==> config.mk <==
export PLATFORM = sky130hd
export DESIGN_NAME = exc_unit
export DESIGN_NICKNAME = d
export VERILOG_FILES = /design/src/rtl/exc_pkg.sv /design/src/rtl/exc_sync_detect.sv /design/src/rtl/exc_async_ctl.sv /design/src/rtl/exc_unit.sv
export SDC_FILE = /design/constraint.sdc
export NUM_CORES = 1
export LEC_CHECK = 0
export BUFFER_PORTS_ARGS = -buffer_cell sky130_fd_sc_hd__buf_2
export CAP_MARGIN = 25
export CORE_ASPECT_RATIO = 1.25
export CORE_MARGIN = 2
export CORE_UTILIZATION = 45
export CTS_BUF_LIST = sky130_fd_sc_hd__clkbuf_8
export DETAILED_ROUTE_END_ITERATION = 7
export HOLD_SLACK_MARGIN = 0.05
export PLACE_DENSITY = 0.84
export REMOVE_ABC_BUFFERS = 1
export SYNTH_ARGS = -nofsm -noshare
export SYNTH_HDL_FRONTEND = slang
export SYNTH_SLANG_ARGS = --single-unit
==> constraint.sdc <==
create_clock -name clk_i -period 3.84 [get_ports clk_i]
set_input_delay 0.768 -clock clk_i [delete_from_list [all_inputs] [get_ports clk_i]]
set_output_delay 0.768 -clock clk_i [all_outputs]
set_load 0.01 [all_outputs]
==> src/rtl/exc_pkg.sv <==
package exc_pkg;
  typedef enum logic [3:0] {
    CAUSE_NONE  = 4'h0,
    CAUSE_EXT   = 4'h5,
    CAUSE_ALIGN = 4'h6,
    CAUSE_PROG  = 4'h7,
    CAUSE_FPU   = 4'h8,
    CAUSE_DEC   = 4'h9,
    CAUSE_SC    = 4'hC,
    CAUSE_TRACE = 4'hD
  } cause_e;

  localparam int PROG_W  = 4;
  localparam int PB_FPE  = 0;
  localparam int PB_ILL  = 1;
  localparam int PB_PRIV = 2;
  localparam int PB_TRAP = 3;
  localparam int OFS_SH  = 8;

  typedef enum logic {ST_RUN = 1'b0, ST_DRAIN = 1'b1} drain_e;
endpackage

==> src/rtl/exc_sync_detect.sv <==
module exc_sync_detect
  import exc_pkg::*;
#(
  parameter int FPX_W = 5
) (
  input  logic              valid_i,
  input  logic [1:0]        ea_lo_i,
  input  logic              fp_mem_i,
  input  logic              lsm_i,
  input  logic              resv_i,
  input  logic              ext_ctl_i,
  input  logic              dcbz_i,
  input  logic              page_ci_i,
  input  logic              page_wt_i,
  input  logic              dc_lock_i,
  input  logic              dc_off_i,
  input  logic              illegal_i,
  input  logic              unimpl_i,
  input  logic              priv_i,
  input  logic              spr_move_i,
  input  logic              spr_bad_i,
  input  logic              spr_msb_i,
  input  logic              trap_hit_i,
  input  logic              fp_op_i,
  input  logic              sc_i,
  input  logic              rfi_i,
  input  logic              branch_i,
  input  logic              msr_pr_i,
  input  logic              msr_fp_i,
  input  logic              msr_se_i,
  input  logic              msr_be_i,
  input  logic              msr_fe0_i,
  input  logic              msr_fe1_i,
  input  logic [FPX_W-1:0]  fpx_stat_i,
  input  logic [FPX_W-1:0]  fpx_en_i,
  output logic              align_o,
  output logic              prog_o,
  output logic              fpu_o,
  output logic              sc_o,
  output logic              trace_o,
  output logic [PROG_W-1:0] prog_bits_o
);
  logic fex, misal, word_cls, dcbz_bad, fp_any, own_exc;

  always_comb begin
    fex      = |(fpx_stat_i & fpx_en_i);
    misal    = (ea_lo_i != 2'b00);
    word_cls = fp_mem_i | lsm_i | resv_i | ext_ctl_i;
    dcbz_bad = dcbz_i & (page_ci_i | page_wt_i | dc_lock_i | dc_off_i);
    fp_any   = fp_op_i | fp_mem_i;

    prog_bits_o          = '0;
    prog_bits_o[PB_FPE]  = valid_i & fp_op_i & msr_fp_i & fex & (msr_fe0_i | msr_fe1_i);
    prog_bits_o[PB_ILL]  = valid_i & (illegal_i | unimpl_i);
    prog_bits_o[PB_PRIV] = valid_i & msr_pr_i & (priv_i | (spr_move_i & spr_bad_i & spr_msb_i));
    prog_bits_o[PB_TRAP] = valid_i & trap_hit_i;

    prog_o  = |prog_bits_o;
    fpu_o   = valid_i & fp_any & ~msr_fp_i;
    align_o = valid_i & ((word_cls & misal) | dcbz_bad);
    sc_o    = valid_i & sc_i;
    own_exc = prog_o | fpu_o | align_o | sc_o;
    trace_o = valid_i & ~own_exc & ((msr_se_i & ~rfi_i) | (msr_be_i & branch_i));
  end
endmodule

==> src/rtl/exc_async_ctl.sv <==
module exc_async_ctl
  import exc_pkg::*;
(
  input  logic clk_i,
  input  logic rst_ni,
  input  logic dec_msb_i,
  input  logic dec_clr_i,
  input  logic dec_take_i,
  input  logic ext_int_i,
  input  logic ee_i,
  input  logic ext_take_i,
  output logic dec_pend_o,
  output logic drain_o
);
  logic   msb_q, dec_edge;
  drain_e st_q, st_d;

  assign dec_edge = dec_msb_i & ~msb_q;

  always_ff @(posedge clk_i or negedge rst_ni) begin
    if (!rst_ni) begin
      msb_q      <= 1'b0;
      dec_pend_o <= 1'b0;
    end else begin
      msb_q      <= dec_msb_i;
      // a new edge beats a clear or a take of the older request
      dec_pend_o <= (dec_pend_o & ~dec_clr_i & ~dec_take_i) | dec_edge;
    end
  end

  always_comb begin
    st_d = st_q;
    unique case (st_q)
      ST_RUN:   if (ext_int_i && ee_i) st_d = ST_DRAIN;
      ST_DRAIN: if (ext_take_i || !(ext_int_i && ee_i)) st_d = ST_RUN;
      default:  st_d = ST_RUN;
    endcase
  end

  always_ff @(posedge clk_i or negedge rst_ni) begin
    if (!rst_ni) st_q <= ST_RUN;
    else         st_q <= st_d;
  end

  assign drain_o = (st_q == ST_DRAIN);

  AST_DEC_NEEDS_HIGH: assert property (@(posedge clk_i) disable iff (!rst_ni)
    $rose(dec_pend_o) |-> $past(dec_msb_i)) else $error("dec pend without msb");
  AST_DEC_PEND_HELD: assert property (@(posedge clk_i) disable iff (!rst_ni)
    dec_pend_o && !dec_clr_i && !dec_take_i |=> dec_pend_o) else $error("dec pend lost");
  AST_DRAIN_NEEDS_EE: assert property (@(posedge clk_i) disable iff (!rst_ni)
    $rose(drain_o) |-> $past(ext_int_i && ee_i)) else $error("drain without enabled int");
endmodule

==> src/rtl/exc_unit.sv <==
module exc_unit
  import exc_pkg::*;
#(
  parameter int VA_W  = 32,
  parameter int FPX_W = 5
) (
  input  logic              clk_i,
  input  logic              rst_ni,
  input  logic [VA_W-1:0]   vec_base_i,
  input  logic              instr_valid_i,
  input  logic [1:0]        ea_lo_i,
  input  logic              fp_mem_i,
  input  logic              lsm_i,
  input  logic              resv_i,
  input  logic              ext_ctl_i,
  input  logic              dcbz_i,
  input  logic              page_ci_i,
  input  logic              page_wt_i,
  input  logic              dc_lock_i,
  input  logic              dc_off_i,
  input  logic              illegal_i,
  input  logic              unimpl_i,
  input  logic              priv_i,
  input  logic              spr_move_i,
  input  logic              spr_bad_i,
  input  logic              spr_msb_i,
  input  logic              trap_hit_i,
  input  logic              fp_op_i,
  input  logic              sc_i,
  input  logic              rfi_i,
  input  logic              branch_i,
  input  logic              msr_pr_i,
  input  logic              msr_fp_i,
  input  logic              msr_se_i,
  input  logic              msr_be_i,
  input  logic              msr_ee_i,
  input  logic              msr_fe0_i,
  input  logic              msr_fe1_i,
  input  logic [FPX_W-1:0]  fpx_stat_i,
  input  logic [FPX_W-1:0]  fpx_en_i,
  input  logic              ext_int_i,
  input  logic              dec_msb_i,
  input  logic              dec_clr_i,
  input  logic              pipe_empty_i,
  output logic              take_o,
  output logic [VA_W-1:0]   vector_o,
  output logic [3:0]        cause_o,
  output logic [PROG_W-1:0] prog_bits_o,
  output logic              dispatch_stop_o
);
  localparam int PAD_W = VA_W - 4 - OFS_SH;

  logic              s_align, s_prog, s_fpu, s_sc, s_trace;
  logic [PROG_W-1:0] s_pbits;
  logic              dec_pend, drain, dec_go, ext_go;
  cause_e            cause_d;

  exc_sync_detect #(.FPX_W(FPX_W)) u_detect (
    .valid_i(instr_valid_i), .ea_lo_i(ea_lo_i), .fp_mem_i(fp_mem_i), .lsm_i(lsm_i),
    .resv_i(resv_i), .ext_ctl_i(ext_ctl_i), .dcbz_i(dcbz_i), .page_ci_i(page_ci_i),
    .page_wt_i(page_wt_i), .dc_lock_i(dc_lock_i), .dc_off_i(dc_off_i),
    .illegal_i(illegal_i), .unimpl_i(unimpl_i), .priv_i(priv_i), .spr_move_i(spr_move_i),
    .spr_bad_i(spr_bad_i), .spr_msb_i(spr_msb_i), .trap_hit_i(trap_hit_i),
    .fp_op_i(fp_op_i), .sc_i(sc_i), .rfi_i(rfi_i), .branch_i(branch_i),
    .msr_pr_i(msr_pr_i), .msr_fp_i(msr_fp_i), .msr_se_i(msr_se_i), .msr_be_i(msr_be_i),
    .msr_fe0_i(msr_fe0_i), .msr_fe1_i(msr_fe1_i), .fpx_stat_i(fpx_stat_i),
    .fpx_en_i(fpx_en_i), .align_o(s_align), .prog_o(s_prog), .fpu_o(s_fpu),
    .sc_o(s_sc), .trace_o(s_trace), .prog_bits_o(s_pbits)
  );

  exc_async_ctl u_async (
    .clk_i(clk_i), .rst_ni(rst_ni), .dec_msb_i(dec_msb_i), .dec_clr_i(dec_clr_i),
    .dec_take_i(cause_d == CAUSE_DEC), .ext_int_i(ext_int_i), .ee_i(msr_ee_i),
    .ext_take_i(cause_d == CAUSE_EXT), .dec_pend_o(dec_pend), .drain_o(drain)
  );

  assign dec_go = dec_pend & msr_ee_i;
  assign ext_go = drain & ext_int_i & msr_ee_i & pipe_empty_i & ~instr_valid_i;

  always_comb begin
    if      (s_prog)  cause_d = CAUSE_PROG;
    else if (s_fpu)   cause_d = CAUSE_FPU;
    else if (s_align) cause_d = CAUSE_ALIGN;
    else if (s_sc)    cause_d = CAUSE_SC;
    else if (s_trace) cause_d = CAUSE_TRACE;
    else if (dec_go)  cause_d = CAUSE_DEC;
    else if (ext_go)  cause_d = CAUSE_EXT;
    else              cause_d = CAUSE_NONE;
  end

  always_ff @(posedge clk_i or negedge rst_ni) begin
    if (!rst_ni) begin
      take_o      <= 1'b0;
      cause_o     <= 4'h0;
      prog_bits_o <= '0;
      vector_o    <= '0;
    end else begin
      take_o      <= (cause_d != CAUSE_NONE);
      cause_o     <= cause_d;
      prog_bits_o <= (cause_d == CAUSE_PROG) ? s_pbits : '0;
      vector_o    <= vec_base_i + {{PAD_W{1'b0}}, cause_d, {OFS_SH{1'b0}}};
    end
  end

  assign dispatch_stop_o = drain;

  AST_CAUSE_LEGAL: assert property (@(posedge clk_i) disable iff (!rst_ni)
    take_o |-> (cause_o inside {4'h5, 4'h6, 4'h7, 4'h8, 4'h9, 4'hC, 4'hD})) else $error("bad cause");
  AST_IDLE_QUIET: assert property (@(posedge clk_i) disable iff (!rst_ni)
    !take_o |-> (cause_o == 4'h0 && prog_bits_o == '0)) else $error("stale cause");
  AST_PROG_HAS_BITS: assert property (@(posedge clk_i) disable iff (!rst_ni)
    take_o && cause_o == 4'h7 |-> prog_bits_o != '0) else $error("program w/o bits");
  AST_EXT_DRAINED: assert property (@(posedge clk_i) disable iff (!rst_ni)
    take_o && cause_o == 4'h5 |-> $past(pipe_empty_i && !instr_valid_i && dispatch_stop_o)) else $error("ext not drained");
  AST_ASYNC_ENABLED: assert property (@(posedge clk_i) disable iff (!rst_ni)
    take_o && (cause_o == 4'h5 || cause_o == 4'h9) |-> $past(msr_ee_i)) else $error("async while masked");
endmodule

**After elaboration in Yosys (flattened, before gate mapping)**

Cells that the tools add are included.

- Register bits after elaboration: 44
- Bits of input ports: 78
- Output and inout port bits: 42
- Logic and storage cells: 82

- $add $sub $neg: 1
- Equality and inequality tests: 3
- Muxes and demuxes: 11
- Bitwise operators: 53
- Reduce and logical (&&, ||, !) cells: 7

Operators by type and width:

| kind | count |
|---|---|
| adder 32 x 12 -> 32 bit | 1 |
| bitwise AND 1 bit | 28 |
| 2-to-1 mux 4 bit | 7 |
| bitwise OR 1 bit | 16 |
| == test 4 x 3 -> 1 bit, second input constant | 2 |
| inverter 1 bit | 8 |
| bitwise AND 5 bit | 1 |
| OR reduction 5 bit | 1 |
| == test 4 bit, second input constant | 1 |
| nonzero test 4 bit | 1 |
| OR reduction 4 bit | 1 |
| 2-to-1 mux 3 bit | 1 |
| 2-to-1 mux 1 bit | 2 |
| case mux 1 bit (2 select lines) | 1 |
| nonzero test 2 bit | 1 |
| logical AND 1 bit | 1 |
| zero test 1 bit | 1 |
| logical OR 1 bit | 1 |

**Depth between registers and ports, before layout**

- Depth in word-level cells: 20
- Mapped depth: 10
- Gate-level depth less buffers: 10

**Cells and area by module**

Synthesis repeated with hierarchy kept, for this count alone.

- Cell total of the unflattened synthesis: 177
- Area total of the unflattened synthesis: 2034.5 µm²

Modules (own cells, without submodules):

| module | instances | cells each | area each (µm²) | sequential area each (µm²) |
|---|---|---|---|---|
| exc_unit | 1 | 142 | 1742.9 | 1026.0 |
| exc_sync_detect | 1 | 27 | 183.9 | 0.0 |
| exc_async_ctl | 1 | 8 | 107.6 | 75.1 |

**Worst setup path after synthesis**

Ideal clock, no wire load.

- Path kind: input to register
- From: in fpx_stat_i[1]
- To: reg vector_o[16]
- Setup time: 0.080 ns
- Data arrival time: 2.995 ns
- Required time: 3.760 ns
- Slack: 0.765 ns
- Stages: 10
- Path buffers: 0
- Path through: a222oi_1 > a21oi_1 > nor4_4 > o21ai_0 > ha_1 > fa_1 > a21oi_1 > o31ai_4 > nand4_1 > xnor2_1

- Word-level cells in the longest chain between the ends: 17

RTL lines:

| item | RTL line | text |
|---|---|---|
| from (decl) | exc_unit.sv:39 | `input logic [FPX_W-1:0] fpx_stat_i,` |
| bitwise AND 5 bit (*) | exc_sync_detect.sv:46 | `fex = \|(fpx_stat_i & fpx_en_i);` |
| OR reduction 5 bit (*) | exc_sync_detect.sv:46 |  |
| bitwise AND 1 bit (*) (2 in a row) | exc_sync_detect.sv:53 | `prog_bits_o[PB_FPE] = valid_i & fp_op_i & msr_fp_i & fex & (msr_fe0_i \| msr_fe1_i);` |
| OR reduction 4 bit (*) | exc_sync_detect.sv:58 | `prog_o = \|prog_bits_o;` |
| bitwise OR 1 bit (3 in a row) | exc_sync_detect.sv:62 | `own_exc = prog_o \| fpu_o \| align_o \| sc_o;` |
| inverter 1 bit | exc_sync_detect.sv:63 | `trace_o = valid_i & ~own_exc & ((msr_se_i & ~rfi_i) \| (msr_be_i & branch_i));` |
| bitwise AND 1 bit (2 in a row) | exc_sync_detect.sv:63 |  |
| 2-to-1 mux 4 bit | exc_unit.sv:85 | `else if (s_trace) cause_d = CAUSE_TRACE;` |
| 2-to-1 mux 4 bit | exc_unit.sv:84 | `else if (s_sc) cause_d = CAUSE_SC;` |
| 2-to-1 mux 4 bit | exc_unit.sv:83 | `else if (s_align) cause_d = CAUSE_ALIGN;` |
| 2-to-1 mux 4 bit | exc_unit.sv:82 | `else if (s_fpu) cause_d = CAUSE_FPU;` |
| 2-to-1 mux 4 bit (*) | exc_unit.sv:81 | `if (s_prog) cause_d = CAUSE_PROG;` |
| net cause_d[0] | exc_unit.sv:56 | `cause_e cause_d;` |
| adder 32 x 12 -> 32 bit (*) | exc_unit.sv:101 | `vector_o <= vec_base_i + {{PAD_W{1'b0}}, cause_d, {OFS_SH{1'b0}}};` |
| to (signal assigned) | exc_unit.sv:101 |  |
| to (decl) | exc_unit.sv:46 | `output logic [VA_W-1:0] vector_o,` |

Mark *: on every way through the listed nets, which the timed path passes. The rest lies on a longest branch.

**Final worst setup path**

Same ends and word-level chain as after synthesis.

==> results.md <==
* Crit Path Max Fanout at 10
* Max Fclk at 0.3128 GHz
* Setup Skew at 0.006257 ns
* Hpwl dp at 3637 um
* Comb power frac at 18.6%
* Metal2 WL at 2475 um
* Via-per-instance ratio at 4.977
* Worst vdd ir at 0.0001567 V
* Worst setup EP type: register
* DR vias at 1,712
* First-pass GRT wire length at 7659 um
* R2R depth at 10
* Setup Viol. Count Final at 0
* IO buf count at 119
* Nets at 370
* Row cnt at 26
* H-tree Lvls at 2
* Die area at 0.004768 mm2
* Post-CTS Setup Inserts at 0
* Filler cells at 307
* Ys Warns at 0
* Cell variety after synth at 35
* Cells after Synth at 162
* Initial antenna violation count at 0
* Yosys reg bits at 44
* Endpoints failing hold at 0
* Layout area overhead at 41.88%
* Psw at 275.0 uW
* Post-Route WL at 4651 um
* Setup TNS at 0 ns
* Worst slew pin tran at 0.4991 ns
* Global-route total usage across every layer at 20.59%
* Run status: completed
* Routed Antenna Nets at 0
* Clock power share at 34.1%
* Post-Syn Area per Cell at 11.75 um2
* Worst min-delay path class: input pin to async pin
* Sequential power share at 47.2%
* Critical path, cell by cell: buf_2 > a222oi_1 > a21oi_1 > nor4_4 > o21ai_0 > ha_1 > fa_1 > a21oi_1 > o31ai_4 > nand4_1 > xnor2_1
* Total grt overflow at 0
* Hold_buf cts at 0
* DR pass1 iterations at 4
* Most frequent CP cell: a21oi_1
* CP Data Required Time at 4.05 ns
* Pins Over Slew Limit at 0
* Reg2reg setup slack at 1.15 ns
* CTS Root Cell: clkbuf_8
* Leakage at 0.001328 uW
* Drt wl/cell at 13.52 um
* Die H at 76.71 um
* WS Path Type: input pin to register
* Num CTS Buffers at 5
* RSZ-0062 raised after global routing: no
* Share of cells above drive strength 1 at 45.83%
* Sw frac at 25.53%
* Die width at 62.17 um
* Period utilization at 83.24%
* Worst skew pair latency at 0.30 ns
* Worst slew margin at 66.73%
* Total power at 1077 uW
* CTS tree: done
* Power Density at 398.9 mW/mm2
* DR WL met3 at 285 um
* Largest net degree at the start of global routing at 45
* Synthesized area at 0.001903 mm2
* CTS clk-pin slew, worst paths at 0.08 ns
* Max Cap Violations at 0
* Pint at 802.1 uW
* FF-to-FF End: vector_o[16]$_DFF_PN0_
* # IOs at 120
* Sequential cell area fraction in the yosys report at 57.86%
* Vias in the first global route at 1,692
* Core ar. at 0.004066 mm2
* Post-CTS sizing at 0
* Clk buf depth at 2
* Met1 wire length at 1732 um
* Startpoint types: input pin
* Reg2reg start: u_async.dec_pend_o$_DFF_PN0_
* Initial Util at 46.80%
* Critical path data arrival time at 3.41 ns
* Diodes inserted at 0
* Max stage delay on crit path at 0.42 ns
* Post-layout min period at 3.196 ns
* Worst path slowest cell: nor4_4
* Drc violations at 0
* 1st-iter DRT viols at 118
* Number of clock sinks at 44
* GP Congestion at 0.7869
* Top Layer Used: met4
## cells by family after synthesis
logic type	count (synthesis)	share of synthesized area, %
xor gates and xnor gates	21	9.665
AOI/OAI and AO/OA	24	9.468
buffers and inverters	9	1.907
DFF	44	57.86
and+or+nand+nor	59	17.42
adders and majority gates	5	3.682
## worst max path at each step
stage | slack [ns] | to | start
5_1_grt | 0.42 | vector_o[16]$_DFF_PN0_ | fpx_stat_i[1]
4_1_cts | 0.63 | vector_o[16]$_DFF_PN0_ | fpx_stat_i[1]
6_report | 0.64 | vector_o[16]$_DFF_PN0_ | fpx_stat_i[1]
2_1_floorplan | 0.76 | vector_o[16]$_DFF_PN0_ | fpx_stat_i[1]
3_5_place_dp | 0.34 | vector_o[16]$_DFF_PN0_ | fpx_stat_i[1]
3_3_place_gp | 0.50 | vector_o[16]$_DFF_PN0_ | fpx_stat_i[1]
## stage by stage
stage | setup WS, ns | util, % | instance area, um2 | cells | hold slack (ns)
floorplan | 0.7649 | - | 1893 | 160 | 0.4724
global placement | 0.5007 | 62.92 | 2559 | 335 | 0.5378
detailed placement | 0.3437 | 62.92 | 2559 | 335 | 0.5586
CTS | 0.6328 | 65.91 | 2680 | 343 | 0.5678
global route | 0.4152 | 66.40 | 2700 | 344 | 0.2484
finish | 0.6436 | 66.40 | 2700 | 344 | 0.2594
## registers in the layout (all words and copies together), names as in the netlist
register	cells
take_o	1
prog_bits_o	4
u_async.dec_pend_o	1
u_async.drain_o	1
vector_o	32
cause_o	4
u_async.msb_q	1
## cells in the mapped netlist
library cell | count | area, um2
dfrtp_1 | 44 | 1101
xnor2_1 | 19 | 166.4
nand2_1 | 10 | 37.54
nand3_1 | 10 | 50.05
nor2_1 | 9 | 33.78
inv_1 | 7 | 26.28
a21oi_1 | 6 | 30.03
nand4_1 | 6 | 37.54
and2_1 | 5 | 31.28
and3_1 | 4 | 25.02
and4_1 | 4 | 35.03
ha_1 | 4 | 50.05
nor3_1 | 4 | 20.02
o21ai_0 | 4 | 20.02
a31oi_1 | 2 | 12.51
buf_2 | 2 | 10.01
nor2b_1 | 2 | 12.51
nor4_1 | 2 | 12.51
xor2_1 | 2 | 17.52
a2111oi_0 | 1 | 8.760
a222oi_1 | 1 | 10.01
a22oi_1 | 1 | 7.510
a31o_2 | 1 | 8.760
a41oi_1 | 1 | 8.760
fa_1 | 1 | 20.02
nand2b_1 | 1 | 6.260
nand4b_1 | 1 | 8.760
nor4_4 | 1 | 21.27
o2111ai_1 | 1 | 8.760
o21a_1 | 1 | 7.510
o22ai_1 | 1 | 6.260
o22ai_2 | 1 | 12.51
o31a_1 | 1 | 8.760
o31ai_4 | 1 | 21.27
o32ai_1 | 1 | 8.760
## placed cells by master, fill, tap and decap left out, drive strengths merged, types with 2 or more instances in the layout
cell type	n
a31oi	2
o21ai	4
o22ai	2
and4	4
dfrtp	44
buf	120
a21oi	6
inv	7
nor4	3
nor2b	2
clkbuf	6
nand3	10
nand4	6
xnor2	19
and2	5
nor3	4
nor2	9
ha	4
nand2	10
xor2	2
and3	4
## power groups by stage
| stage | combinational (uW) | sequential (uW) | clock (uW) |
|---|---|---|---|
| 6_report | 201 | 509 | 368 |
| 5_1_grt | 221 | 513 | 393 |
| 4_1_cts | 199 | 509 | 372 |
| 3_5_place_dp | 198 | 518 | 0 |
| 3_3_place_gp | 194 | 517 | 0 |
| 2_1_floorplan | 70.2 | 538 | 0 |
## per-layer routing
layer,vias up,GRT usage (%)
met1,795,23.58
met4,0,11.11
li1,825,-
met5,-,0
met2,78,35.87
met3,14,4.399
## final cells by class
type	instances	area, um2	share of cell area [%]
Tap cell	56	70.07	2.595
Clock inverter	2	38.79	1.437
Inverter	7	26.28	0.9731
Clock buffer	6	82.58	3.058
Sequential cell	44	1101	40.78
Timing Repair Buffer	120	615.6	22.80
Multi-Input combinational cell	109	765.7	28.36
## worst max-delay path, delay by kind of cell
| kind | cells | cell delay, ns |
|---|---|---|
| buf+inv | 1 | 0.10 |
| fa+ha+maj | 2 | 0.65 |
| simple gates | 2 | 0.57 |
| compound gates | 5 | 1.17 |
| xor+xnor | 1 | 0.15 |
(Power assumes the default switching activity.)
